### src/rtl/regset_pkg.sv
package regset_pkg;

   typedef enum logic [3:0] {
      SEL_R0   = 4'd0,
      SEL_R1   = 4'd1,
      SEL_R2   = 4'd2,
      SEL_R3   = 4'd3,
      SEL_A0   = 4'd4,
      SEL_A1   = 4'd5,
      SEL_FB   = 4'd6,
      SEL_SB   = 4'd7,
      SEL_USP  = 4'd8,
      SEL_ISP  = 4'd9,
      SEL_SP   = 4'd10,
      SEL_FLG  = 4'd11,
      SEL_TBLO = 4'd12,
      SEL_TBHI = 4'd13,
      SEL_PC   = 4'd14,
      SEL_NONE = 4'd15
   } sel_e;

   typedef enum logic [1:0] {
      SZ_LO   = 2'd0,
      SZ_HI   = 2'd1,
      SZ_WORD = 2'd2,
      SZ_PAIR = 2'd3
   } size_e;

   localparam int BANK_REGS = 7;
   localparam int IDX_W     = 3;

   localparam int FLG_C   = 0;
   localparam int FLG_D   = 1;
   localparam int FLG_Z   = 2;
   localparam int FLG_S   = 3;
   localparam int FLG_B   = 4;
   localparam int FLG_O   = 5;
   localparam int FLG_I   = 6;
   localparam int FLG_U   = 7;
   localparam int IPL_LSB = 12;
   localparam int IPL_W   = 3;

   typedef struct packed {
      logic             legal;
      logic             bank_hit;
      logic [IDX_W-1:0] bank_idx;
      logic             be_lo;
      logic             be_hi;
      logic             pair;
   } dec_t;

endpackage

### src/rtl/regset_decode.sv
module regset_decode
   import regset_pkg::*;
(
   input  logic [3:0] sel,
   input  logic [1:0] size,
   output dec_t       dec
);

   sel_e  s;
   size_e z;

   assign s = sel_e'(sel);
   assign z = size_e'(size);

   always_comb begin
      dec          = '0;
      dec.bank_idx = sel[IDX_W-1:0];
      dec.bank_hit = (sel <= 4'(SEL_FB));
      unique case (s)
         SEL_R0, SEL_R1: begin
            dec.legal = 1'b1;
            dec.be_lo = (z != SZ_HI);
            dec.be_hi = (z != SZ_LO);
            dec.pair  = (z == SZ_PAIR);
         end
         SEL_PC: begin
            dec.legal = (z == SZ_PAIR);
         end
         SEL_NONE: begin
            dec.legal = 1'b0;
         end
         default: begin
            dec.legal = (z == SZ_WORD);
            dec.be_lo = 1'b1;
            dec.be_hi = 1'b1;
         end
      endcase
   end

endmodule

### src/rtl/regset_bank.sv
module regset_bank
   import regset_pkg::*;
#(
   parameter int DATA_W    = 16,
   parameter int NUM_BANKS = 2
) (
   input  logic                                 clk,
   input  logic                                 rst_n,
   input  logic [$clog2(NUM_BANKS)-1:0]         bank_sel,
   input  logic                                 we0,
   input  logic [IDX_W-1:0]                     idx0,
   input  logic [1:0]                           be0,
   input  logic [DATA_W-1:0]                    wd0,
   input  logic                                 we1,
   input  logic [IDX_W-1:0]                     idx1,
   input  logic [DATA_W-1:0]                    wd1,
   output logic [BANK_REGS-1:0][DATA_W-1:0]     act_q
);

   localparam int HALF_W = DATA_W / 2;
   localparam int SEL_W  = $clog2(NUM_BANKS);

   logic [NUM_BANKS-1:0][BANK_REGS-1:0][DATA_W-1:0] store_q;

   for (genvar b = 0; b < NUM_BANKS; b++) begin : g_bank
      for (genvar r = 0; r < BANK_REGS; r++) begin : g_reg
         logic hit0, hit1;
         assign hit0 = we0 && (bank_sel == SEL_W'(b)) && (idx0 == IDX_W'(r));
         assign hit1 = we1 && (bank_sel == SEL_W'(b)) && (idx1 == IDX_W'(r));

         always_ff @(posedge clk) begin
            if (!rst_n) begin
               store_q[b][r] <= '0;
            end else if (hit1) begin
               store_q[b][r] <= wd1;
            end else if (hit0) begin
               if (be0[0]) store_q[b][r][HALF_W-1:0]      <= wd0[HALF_W-1:0];
               if (be0[1]) store_q[b][r][DATA_W-1:HALF_W] <= wd0[DATA_W-1:HALF_W];
            end
         end
      end
   end

   assign act_q = store_q[bank_sel];

endmodule

### src/rtl/regset_special.sv
module regset_special
   import regset_pkg::*;
#(
   parameter int DATA_W = 16,
   parameter int PC_W   = 20
) (
   input  logic              clk,
   input  logic              rst_n,
   input  logic [PC_W-1:0]   reset_vec,
   input  logic              we_sb,
   input  logic              we_usp,
   input  logic              we_isp,
   input  logic              we_flg,
   input  logic              we_tblo,
   input  logic              we_tbhi,
   input  logic              we_pc,
   input  logic [DATA_W-1:0] wd_word,
   input  logic [DATA_W-1:0] wd_flg,
   input  logic [PC_W-1:0]   wd_pc,
   output logic [DATA_W-1:0] sb_q,
   output logic [DATA_W-1:0] usp_q,
   output logic [DATA_W-1:0] isp_q,
   output logic [DATA_W-1:0] flg_q,
   output logic [PC_W-1:0]   intb_q,
   output logic [PC_W-1:0]   pc_q
);

   localparam int TBHI_W = PC_W - DATA_W;
   localparam logic [DATA_W-1:0] FLG_KEEP =
      DATA_W'(8'hFF) | (DATA_W'((1 << IPL_W) - 1) << IPL_LSB);

   localparam int N_PTR = 3;
   logic [N_PTR-1:0]             ptr_we;
   logic [N_PTR-1:0][DATA_W-1:0] ptr_q;

   assign ptr_we = {we_isp, we_usp, we_sb};

   for (genvar p = 0; p < N_PTR; p++) begin : g_ptr
      always_ff @(posedge clk) begin
         if (!rst_n)         ptr_q[p] <= '0;
         else if (ptr_we[p]) ptr_q[p] <= wd_word;
      end
   end

   assign sb_q  = ptr_q[0];
   assign usp_q = ptr_q[1];
   assign isp_q = ptr_q[2];

   always_ff @(posedge clk) begin
      if (!rst_n)      flg_q <= '0;
      else if (we_flg) flg_q <= wd_flg & FLG_KEEP;
   end

   always_ff @(posedge clk) begin
      if (!rst_n) begin
         intb_q <= '0;
      end else begin
         if (we_tblo) intb_q[DATA_W-1:0]    <= wd_word;
         if (we_tbhi) intb_q[PC_W-1:DATA_W] <= wd_word[TBHI_W-1:0];
      end
   end

   always_ff @(posedge clk) begin
      if (!rst_n)     pc_q <= reset_vec;
      else if (we_pc) pc_q <= wd_pc;
   end

endmodule

### src/rtl/cpu_regset.sv
module cpu_regset
   import regset_pkg::*;
#(
   parameter int DATA_W    = 16,
   parameter int PC_W      = 20,
   parameter int NUM_BANKS = 2
) (
   input  logic                  clk,
   input  logic                  rst_n,
   input  logic [PC_W-1:0]       reset_vec,
   input  logic                  wr_en,
   input  logic [3:0]            wr_sel,
   input  logic [1:0]            wr_size,
   input  logic [2*DATA_W-1:0]   wr_data,
   input  logic                  flg_upd_en,
   input  logic [DATA_W-1:0]     flg_upd_val,
   input  logic [3:0]            rd_sel,
   input  logic [1:0]            rd_size,
   output logic [2*DATA_W-1:0]   rd_data,
   output logic [DATA_W-1:0]     sp_o,
   output logic [DATA_W-1:0]     flg_o,
   output logic [PC_W-1:0]       pc_o,
   output logic [PC_W-1:0]       intb_o,
   output logic                  err_o
);

   localparam int LONG_W = 2 * DATA_W;
   localparam int HALF_W = DATA_W / 2;
   localparam int TBHI_W = PC_W - DATA_W;
   localparam int BSEL_W = $clog2(NUM_BANKS);

   if (DATA_W < 16 || (DATA_W % 2) != 0) begin : g_bad_data_w
      $error("cpu_regset: DATA_W must be even and at least 16");
   end
   if (PC_W <= DATA_W || PC_W > LONG_W) begin : g_bad_pc_w
      $error("cpu_regset: PC_W must lie above DATA_W and within 2*DATA_W");
   end
   if (NUM_BANKS != 2) begin : g_bad_banks
      $error("cpu_regset: a single select flag supports exactly two banks");
   end

   dec_t wdec, rdec;

   regset_decode u_wdec (.sel(wr_sel), .size(wr_size), .dec(wdec));
   regset_decode u_rdec (.sel(rd_sel), .size(rd_size), .dec(rdec));

   logic [DATA_W-1:0] sb_q, usp_q, isp_q, flg_q;
   logic [PC_W-1:0]   intb_q, pc_q;
   logic [BANK_REGS-1:0][DATA_W-1:0] bank_q;

   logic              wr_ok;
   logic              we0, we1;
   logic [IDX_W-1:0]  idx1;
   logic [DATA_W-1:0] wd0;
   logic [BSEL_W-1:0] bank_sel;

   assign wr_ok    = wr_en && wdec.legal;
   assign we0      = wr_ok && wdec.bank_hit;
   assign we1      = we0 && wdec.pair;
   assign idx1     = wdec.bank_idx + IDX_W'(2);
   assign wd0      = (size_e'(wr_size) == SZ_HI) ? {2{wr_data[HALF_W-1:0]}}
                                                  : wr_data[DATA_W-1:0];
   assign bank_sel = BSEL_W'(flg_q[FLG_B]);

   regset_bank #(.DATA_W(DATA_W), .NUM_BANKS(NUM_BANKS)) u_bank (
      .clk      (clk),
      .rst_n    (rst_n),
      .bank_sel (bank_sel),
      .we0      (we0),
      .idx0     (wdec.bank_idx),
      .be0      ({wdec.be_hi, wdec.be_lo}),
      .wd0      (wd0),
      .we1      (we1),
      .idx1     (idx1),
      .wd1      (wr_data[LONG_W-1:DATA_W]),
      .act_q    (bank_q)
   );

   logic we_sb, we_usp, we_isp, we_tblo, we_tbhi, we_pc;
   logic port_flg, we_flg;
   logic [DATA_W-1:0] wd_flg;
   sel_e ws;

   assign ws       = sel_e'(wr_sel);
   assign we_sb    = wr_ok && (ws == SEL_SB);
   assign we_usp   = wr_ok && ((ws == SEL_USP) || ((ws == SEL_SP) &&  flg_q[FLG_U]));
   assign we_isp   = wr_ok && ((ws == SEL_ISP) || ((ws == SEL_SP) && !flg_q[FLG_U]));
   assign we_tblo  = wr_ok && (ws == SEL_TBLO);
   assign we_tbhi  = wr_ok && (ws == SEL_TBHI);
   assign we_pc    = wr_ok && (ws == SEL_PC);
   assign port_flg = wr_ok && (ws == SEL_FLG);
   assign we_flg   = port_flg || flg_upd_en;
   assign wd_flg   = port_flg ? wr_data[DATA_W-1:0] : flg_upd_val;

   regset_special #(.DATA_W(DATA_W), .PC_W(PC_W)) u_special (
      .clk       (clk),
      .rst_n     (rst_n),
      .reset_vec (reset_vec),
      .we_sb     (we_sb),
      .we_usp    (we_usp),
      .we_isp    (we_isp),
      .we_flg    (we_flg),
      .we_tblo   (we_tblo),
      .we_tbhi   (we_tbhi),
      .we_pc     (we_pc),
      .wd_word   (wr_data[DATA_W-1:0]),
      .wd_flg    (wd_flg),
      .wd_pc     (wr_data[PC_W-1:0]),
      .sb_q      (sb_q),
      .usp_q     (usp_q),
      .isp_q     (isp_q),
      .flg_q     (flg_q),
      .intb_q    (intb_q),
      .pc_q      (pc_q)
   );

   logic [DATA_W-1:0] act_sp;
   assign act_sp = flg_q[FLG_U] ? usp_q : isp_q;

   logic [DATA_W-1:0] rword;
   logic [IDX_W-1:0]  rpair_idx;
   assign rword     = bank_q[rdec.bank_idx];
   assign rpair_idx = rdec.bank_idx + IDX_W'(2);

   always_comb begin
      rd_data = '0;
      if (rdec.legal) begin
         if (rdec.bank_hit) begin
            unique case (size_e'(rd_size))
               SZ_LO:   rd_data[HALF_W-1:0] = rword[HALF_W-1:0];
               SZ_HI:   rd_data[HALF_W-1:0] = rword[DATA_W-1:HALF_W];
               SZ_WORD: rd_data[DATA_W-1:0] = rword;
               SZ_PAIR: rd_data             = {bank_q[rpair_idx], rword};
            endcase
         end else begin
            unique case (sel_e'(rd_sel))
               SEL_SB:   rd_data[DATA_W-1:0] = sb_q;
               SEL_USP:  rd_data[DATA_W-1:0] = usp_q;
               SEL_ISP:  rd_data[DATA_W-1:0] = isp_q;
               SEL_SP:   rd_data[DATA_W-1:0] = act_sp;
               SEL_FLG:  rd_data[DATA_W-1:0] = flg_q;
               SEL_TBLO: rd_data[DATA_W-1:0] = intb_q[DATA_W-1:0];
               SEL_TBHI: rd_data[TBHI_W-1:0] = intb_q[PC_W-1:DATA_W];
               SEL_PC:   rd_data[PC_W-1:0]   = pc_q;
               default:  rd_data             = '0;
            endcase
         end
      end
   end

   logic err_q;
   always_ff @(posedge clk) begin
      if (!rst_n) err_q <= 1'b0;
      else        err_q <= wr_en && !wdec.legal;
   end

   assign sp_o   = act_sp;
   assign flg_o  = flg_q;
   assign pc_o   = pc_q;
   assign intb_o = intb_q;
   assign err_o  = err_q;

endmodule

### config.mk
export PLATFORM = sky130hd
export DESIGN_NAME = cpu_regset
export DESIGN_NICKNAME = d
export VERILOG_FILES = /design/src/rtl/regset_pkg.sv /design/src/rtl/regset_decode.sv /design/src/rtl/regset_bank.sv /design/src/rtl/regset_special.sv /design/src/rtl/cpu_regset.sv
export SDC_FILE = /design/constraint.sdc
export NUM_CORES = 1
export LEC_CHECK = 0
export BUFFER_PORTS_ARGS = -buffer_cell sky130_fd_sc_hd__buf_2
export CAP_MARGIN = 20
export CORE_ASPECT_RATIO = 0.7
export CORE_MARGIN = 8
export CORE_UTILIZATION = 50
export CTS_CLUSTER_SIZE = 12
export DETAILED_ROUTE_END_ITERATION = 16
export PLACE_DENSITY = 0.75
export SETUP_SLACK_MARGIN = 0.3
export SKIP_CTS_REPAIR_TIMING = 1
export SYNTH_ARGS = -nofsm -noshare
export SYNTH_HDL_FRONTEND = slang
export SYNTH_SLANG_ARGS = --single-unit
### constraint.sdc
create_clock -name clk -period 2.2 [get_ports clk]
set_input_delay 0.22 -clock clk [delete_from_list [all_inputs] [get_ports clk]]
set_output_delay 0.22 -clock clk [all_outputs]
set_load 0.05 [all_outputs]
==> summary.md, run 1 <==
| Metric | Value |
|---|---|
| Outcome | `finished with violations` |
| Failing checks | `negative hold slack, negative setup slack` |
| Yosys cell types | `74` |
| Peak supply drop | `0.433 mV` |
| Longest Clk Path Bufs | `3` |
| Initial antenna violation count | `1` |
| Seq pwr share | `between 40 and 50%` |
| R2r setup slk | `-0.33 ns` |
| Skew final | `about 0.010 ns` |
| Lkg Pwr | `about 9.7 nW` |
| Critical path arrival | `between 2 and 3 ns` |
| Initial DRT Pass Iterations | `5` |
| #FFs+latches synth | `about 320` |
| Finished Layout Cells | `2634` |
| DPL Wire Length | `49.3 mm` |
| Critical Path Slowest Stage Cell | `mux4_2` |
| Largest net degree at the start of global routing | `96` |
| Setup TNS | `-48.10 ns` |
| Total GRT Usage | `roughly 31%` |
| Number of max-cap violations | `0` |
| Comb pwr share | `between 10% and 20%` |
| Detail Route Antenna Nets | `0` |
| Worst min-delay path class | `input pin to flip-flop` |
| Worst setup SP type | `flip-flop` |
| Die area | `0.0412 mm²` |
| Leading area contributor after synthesis | `dfxtp_1` |
| Root Buffer Master | `clkbuf_16` |
| P&R area growth vs syn | `39.9%` |
| Min Hold Slack | `-0.0212 ns` |
| Setup ws final | `-0.675 ns` |
| Vias in the first global route | `roughly 15000` |
| Antenna cells | `0` |
| Final wirelength | `74.2 mm` |
| Grt total ovfl | `0` |
| Switching share of power | `approximately 28%` |
| CTS Buf Count | `34` |
| Endpoints failing hold | `24` |
| Largest stage delay, worst path | `approximately 0.57 ns` |
| Critical path depth | `8` |
| CP Cell Sequence | `buf_6 -> buf_8 -> mux4_2 -> nand2_2 -> nand2_1 -> a222oi_1 -> nor2_2 -> buf_6` |
| RSZ-0062 raised after global routing | `yes` |
| Worst-Margin Slew | `roughly 1.1 ns` |
| Crit end category | `primary output` |
| TritonCTS clock tree | `yes` |
| Row cnt | `57` |
| Worst Path Required | `approximately 2.0 ns` |
| Mean Syn Cell Area | `slightly below 10 µm²` |
| R2r worst-path depth | `9` |
| Syn Inst Count | `about 1800` |
| WP buf/inv | `3` |
| Share of layout cells above drive strength 1 | `between 40% and 50%` |
| Drt first-iter violations | `1952` |
| Top cells by area, synth | `dfxtp_1, mux2i_1, mux4_2, nor2b_1, mux2_2` |
| First-pass GRT wire length | `97.6 mm` |
| Final worst-path cycle share | `131%` |
| Placed cell count | `approximately 2500` |
| Seq/Total Area, Yosys | `around two fifths` |
| Max_slew headroom | `25.0%` |
| Most common cell after layout, fill and taps aside | `dfxtp_1` |
| Vias | `16807` |
| Max FO, Critical Path | `8` |
| CP dominant cell by count | `buf_6` |
| Commonest cells after routing, fill and taps aside | `dfxtp_1, mux2i_1, buf_4, nand2_1, buf_2` |
| Placed cell area | `0.0208 mm²` |
| NetSw | `~4.0 mW` |
| Final min period | `about 2.9 ns` |
| Clk sinks | `about 320` |
| Clock slew at reported path FFs | `approximately 0.060 ns` |
| Wirelength per Cell | `approximately 28 µm` |
| Clock Power Share | `39.8%` |
| Main synth FF type | `dfxtp_1` |
| Number of flops mapped to enable cells by yosys | `20` |
| Initial core utilization | `50.5%` |
| Pins over their slew limit | `0` |
| Placement Setup Slack | `-0.268 ns` |
| H-tree depth | `2` |
| Internal power | `around 10 mW` |
| WS Path Type | `flip-flop to primary output` |
| Clock Latency Late Sink | `around 0.54 ns` |
| Worst hold path cell count | `2` |
| Top Family by Delay on Critical Path | `multiplexers` |
| Die X | `between 200 and 250 µm` |
| Die height | `roughly 170 µm` |
| Post-Syn Area | `roughly 0.017 mm²` |
| Input/output buffers | `between 150 and 200` |
| Final setup fails | `196` |
| Final instance area | `0.0244 mm²` |
| Remaining DRCs | `0` |
| Final nets | `roughly 2200` |
| Core Box Area | `about 0.035 mm²` |
| Max Fclk | `0.348 GHz` |
| GPL Wtd Cong | `a little over 1` |
| Async SR Flop Fraction | `0%` |
| Ys Warns | `0` |
| Power Density | `around 570 mW/mm²` |
| Top cell type's share of synthesized area | `a little over a third` |
| Via density | `between 6 and 7` |
| IO Pins | `~190` |
-- worst reg2reg max path: stages (launching register included) --
cell and delay (ns):
dfxtp_4 0.40, clkbuf_16 0.20, buf_8 0.14, or3b_4 0.40
buf_6 0.14, a2111oi_4 0.40, buf_6 0.26, nand2_8 0.13
mux2i_2 0.27, nor2b_1 0.08
-- final timing paths --
kind,from,to
worst min register to register,u_bank.store_q[132],u_bank.store_q[132]
worst min-delay path,wr_data[20],u_bank.store_q[52]
worst max register to register,u_special.flg_q[4],u_bank.store_q[40]
worst max-delay path,u_special.flg_q[4],rd_data[20]
-- power groups by stage --
stage | Combinational [mW] | Sequential, mW | Clock (mW)
3_3_place_gp | 1.95 | 6.22 | 0
6_report | 2.30 | 6.09 | 5.55
2_1_floorplan | 1.07 | 6.34 | 0
5_1_grt | 2.36 | 6.09 | 5.80
4_1_cts | 1.97 | 6.09 | 5.51
3_5_place_dp | 1.96 | 6.22 | 0
-- kinds of logic (layout without fill, tap and decap cells) --
| kind of cell | Yosys count | after routing | share of synthesized area, % |
|---|---|---|---|
| AO/OA/AOI/OAI | 330 | 330 | 14.4 |
| XOR/XNOR | 1 | 1 | 0.0503 |
| buffers and inverters | 197 | 547 | 5.00 |
| flip-flops | 324 | 324 | 38.4 |
| multiplexers | 367 | 367 | 24.9 |
| other | 1 | 5 | 0.0215 |
| AND/OR/NAND/NOR | 582 | 588 | 17.2 |
-- sequential cells by signal, indices dropped and copies added (netlist names) --
signal,flops
u_bank.store_q,224
u_special.intb_q,20
u_special.pc_q,20
u_special.isp_q,16
u_special.sb_q,16
u_special.usp_q,16
u_special.flg_q,11
err_o,1
-- synth_stat cells, drive strengths merged (4+ instances only) --
library cell,number
o2bb2ai,7
o211a,45
nand3,60
nand3b,13
and2,5
a21o,5
a22oi,21
inv,14
a211oi,11
o22ai,9
a221o,11
a22o,11
mux2,78
a21oi,57
a21boi,41
nand4,5
dfxtp,304
nor3b,26
a222oi,5
nor3,11
mux4,46
buf,74
nand2,218
nor2b,143
a31oi,7
nor2,54
clkbuf,109
a221oi,15
nand2b,17
o21ai,42
edfxtp,20
mux2i,243
and3,8
a2111oi,4
o211ai,16
o21a,5
-- per-layer routing --
metal  track usage, %  wire length, µm  vias up
met4             9.56             2900        0
met2             44.6            31900     1078
met3             7.47             9020      207
met1             45.7            30300     8347
li1                 -                -     7175
met5                0                0        -
-- final cells by class --
type                    instances  area (µm²)
multi-input cells            1291       11700
fillers                      2423       10100
flip-flops and latches        324        6690
repair buffers                477        4330
clock buffers                  53         952
well taps                     472         591
inverters                      14        52.6
clock inverters                 3        51.3
-- stage by stage --
step / hold WS [ns] / power [mW] / utilization [%]
after floorplan: 0.355 / 7.41 / -
after global placement: 0.438 / 8.17 / 60.4
after global routing: -0.0117 / 14.2 / 70.6
after CTS: -0.0319 / 13.6 / 63.3
final: -0.0212 / 13.9 / 70.6
after detailed placement: 0.450 / 8.18 / 60.4
Note: power is estimated with default switching activity, not from simulation.
==> inputs of run 2 (changes only) <==
--- a/config.mk
+++ b/config.mk
@@ -5,6 +5,7 @@
 export SDC_FILE = /design/constraint.sdc
 export NUM_CORES = 1
 export LEC_CHECK = 0
+export ABC_AREA = 1
 export BUFFER_PORTS_ARGS = -buffer_cell sky130_fd_sc_hd__buf_2
 export CAP_MARGIN = 20
 export CORE_ASPECT_RATIO = 0.7
@@ -12,7 +13,7 @@
 export CORE_UTILIZATION = 50
 export CTS_CLUSTER_SIZE = 12
 export DETAILED_ROUTE_END_ITERATION = 16
-export PLACE_DENSITY = 0.75
+export PLACE_DENSITY = 0.76
 export SETUP_SLACK_MARGIN = 0.3
 export SKIP_CTS_REPAIR_TIMING = 1
 export SYNTH_ARGS = -nofsm -noshare
==> run 2 against run 1 <==
The flow still finishes with violations (negative hold slack, negative setup slack). Clock power up 3%. Synthesized area down 4.0%. Maximum frequency up 4.0%. Largest power group unchanged.
==> summary.md, run 2 <==
| Metric | Value |
|---|---|
| Placement Setup Slack | `-0.359 ns (-0.0910 ns)` |
| Seq/Total Area, Yosys | `40.0% (+1.6 points)` |
| Final nets | `2895 (+30%)` |
| Die height | `169 µm (-1.8%)` |
| Die X | `235 µm (-1.9%)` |
| Fill cells | `2905 (+20%)` |
| Final core occ | `66.2% (-4.4 points)` |
| Top cell type's share of synthesized area | `36.4% (+1.5 points)` |
| Grt total ovfl | `0 (unchanged)` |
| Root Buffer Master | `clkbuf_16` |
| Number of flops mapped to enable cells by yosys | `20 (unchanged)` |
| Max_slew headroom | `26.1% (+1.1 points)` |
| Commonest cells after routing, fill and taps aside | `nand2_1, a21oi_1, dfxtp_1, o21ai_0, buf_4` |
| Share of layout cells above drive strength 1 | `22.9% (-19 points)` |
| Crit. Startpoint | `u_special.flg_q[4]` |
| Yosys cell types | `37 (-50%)` |
| Row cnt | `56 (-1.8%)` |
| Worst r2r dst | `u_bank.store_q[210]` |
| Top flop regs | `u_bank.store_q: 224 flops, u_special.intb_q: 20 flops, u_special.pc_q: 20 flops` |
| Final setup fails | `32 (-84%)` |
| Outcome | `finished with violations` |
| Most flop-heavy register | `u_bank.store_q` |
| Vias | `19964 (+19%)` |
| Final instance area | `0.0220 mm² (-9.8%)` |
| First-pass GRT wire length | `106 mm (+8.9%)` |
| TritonCTS clock tree | `yes` |
| Top cells by area, synth | `dfxtp_1, nand2_1, o21ai_0, a21oi_1, nand3_1` |
| Power Density | `646 mW/mm² (+13%)` |
| Setup ws final | `-0.566 ns (+0.110 ns)` |
| Mean Syn Cell Area | `6.57 µm² (-32%)` |
| Max Fclk | `0.362 GHz (+4.0%)` |
| Multi-input logic area | `0.00936 mm² (-20%)` |
| Die area | `0.0397 mm² (-3.7%)` |
| Number of max-cap violations | `0 (unchanged)` |
| R2r worst-path depth | `11 (+2)` |
| RR Startpoint | `u_special.flg_q[4]` |
| Final wirelength | `73.9 mm (-0.33%)` |
| DPL Wire Length | `51.3 mm (+4.1%)` |
| Input/output buffers | `178 (unchanged)` |
| R2r setup slk | `0.23 ns (+0.56 ns)` |
| Final min period | `2.77 ns (-0.110 ns)` |
| Initial DRT Pass Iterations | `8 (+3)` |
| Largest net degree at the start of global routing | `83 (-14%)` |
| P&R area growth vs syn | `31.5%` |
| Peak supply drop | `0.552 mV (+27%)` |
| Most common cell after layout, fill and taps aside | `nand2_1` |
| #FFs+latches synth | `324 (unchanged)` |
| Ys Warns | `0 (unchanged)` |
| Placed cell count | `3171 (+27%)` |
| Worst min-delay path class | `input pin to flip-flop` |
| Setup TNS | `-13.56 ns (+34.54 ns)` |
| H-tree depth | `2 (unchanged)` |
| Via density | `6.10 (-4.4%)` |
| Leading area contributor after synthesis | `dfxtp_1` |
| Async SR Flop Fraction | `0% (unchanged)` |
| Most common cell in the netlist | `nand2_1` |
| FF+latch area | `0.00669 mm² (unchanged)` |
| WS Path Type | `flip-flop to primary output` |
| Clock slew at reported path FFs | `0.06 ns (about the same)` |
| Initial antenna violation count | `4 (+3)` |
| Largest register FFs | `224 (unchanged)` |
| Worst-Margin Slew | `1.11 ns (-0.0132 ns)` |
| Max FO, Critical Path | `17 (+9)` |
| Syn Inst Count | `2545 (+41%)` |
| Core Box Area | `0.0332 mm² (-3.8%)` |
| Critical path arrival | `2.55 ns (-0.11 ns)` |
| Pins over their slew limit | `0 (unchanged)` |
| Total GRT Usage | `34.1% (+3.0 points)` |
| Crit end category | `primary output` |
| Finished Layout Cells | `3274 (+24%)` |
| Drt first-iter violations | `3596 (+84%)` |
| RSZ-0062 raised after global routing | `yes` |
| Worst Path Required | `1.98 ns (about the same)` |
| Failing checks | `negative hold slack, negative setup slack` |
| Final worst-path cycle share | `126% (-5.0 points)` |
| Longest Clk Path Bufs | `3 (unchanged)` |
| Post-Syn Area | `0.0167 mm² (-4.0%)` |
| Skew final | `0.0132 ns (+0.00271 ns)` |
| Most frequent cells after synthesis | `nand2_1, o21ai_0, a21oi_1` |
| Placed cell area | `0.0196 mm² (-5.8%)` |
| GPL Wtd Cong | `1.08 (+6.3%)` |
| Clk sinks | `324 (unchanged)` |
| Vias in the first global route | `17325 (+15%)` |
| Clock Latency Late Sink | `0.54 ns (about the same)` |
| Wirelength per Cell | `22.6 µm (-20%)` |
| Initial core utilization | `50.4% (-0.12 points)` |
| Power Total | `14.2 mW (+1.9%)` |
| Main synth FF type | `dfxtp_1` |
| IO Pins | `189 (unchanged)` |
| Lkg Pwr | `8.40 nW (-14%)` |
| Detail Route Antenna Nets | `0 (unchanged)` |
| Min Hold Slack | `-0.0266 ns (-0.00539 ns)` |
| CTS Buf Count | `35 (+2.9%)` |
| Worst setup SP type | `flip-flop` |
| Remaining DRCs | `0 (unchanged)` |
| Endpoints failing hold | `11 (-54%)` |
| Critical Path End | `rd_data[15]` |
==> run 2: layout make-up <==
class | instances | area share (%)
inverters | 178 | 3.15
clock buffers | 51 | 4.58
flip-flops and latches | 324 | 30.4
well taps | 435 | 2.47
repair inverters | 1 | 0.0341
clock inverters | 7 | 0.250
repair buffers | 424 | 16.5
multi-input cells | 1847 | 42.5
diodes | 7 | 0.0796
==> run 2: cell families after synthesis <==
family          Yosys count  synth area share [%]
other cells               1                0.0224
compound gates          746                  23.2
simple gates           1096                  27.6
flops                   324                  40.0
buf+inv                 378                  9.22
==> run 2: routing by layer <==
| metal | vias to the layer above | share of wire [%] | track usage [%] |
|---|---|---|---|
| li1 | 9015 | - | - |
| met1 | 9265 | 41 | 48.6 |
| met3 | 214 | 15 | 10.6 |
| met5 | - | 0.018 | 0 |
| met4 | 2 | 3.2 | 9.23 |
| met2 | 1468 | 41 | 49.1 |
==> run 2: how the worst min path moves through the flow <==
stage / from / to / slack [ns] / cells past startpoint
floorplan: wr_en / err_o / 0.35 / 2
finish: reset_vec[13] / u_special.pc_q[13] / -0.03 / 3
global placement: u_bank.store_q[142] / u_bank.store_q[142] / 0.43 / 2
CTS: wr_en / err_o / -0.06 / 3
global route: reset_vec[13] / u_special.pc_q[13] / -0.002 / 3
detailed placement: u_bank.store_q[136] / u_bank.store_q[136] / 0.44 / 2
==> run 2: critical path, stage by stage (launching register included) <==
cell	delay, ns
dfxtp_4	0.39
inv_6	0.06
buf_12	0.15
buf_4	0.13
nand2_1	0.05
nand3_1	0.05
and2_0	0.15
buf_4	0.16
nand2_1	0.09
o21ai_2	0.09
o21ai_1	0.36
a21oi_4	0.11
buf_2	0.22
==> run 2: where the power goes <==
part           switching (mW)  leakage, nW  internal (mW)  total [mW]
Combinational            1.61         5.23          0.728        2.34
Clock                    2.55        0.523           3.19        5.73
Sequential              0.115         2.65           6.01        6.13
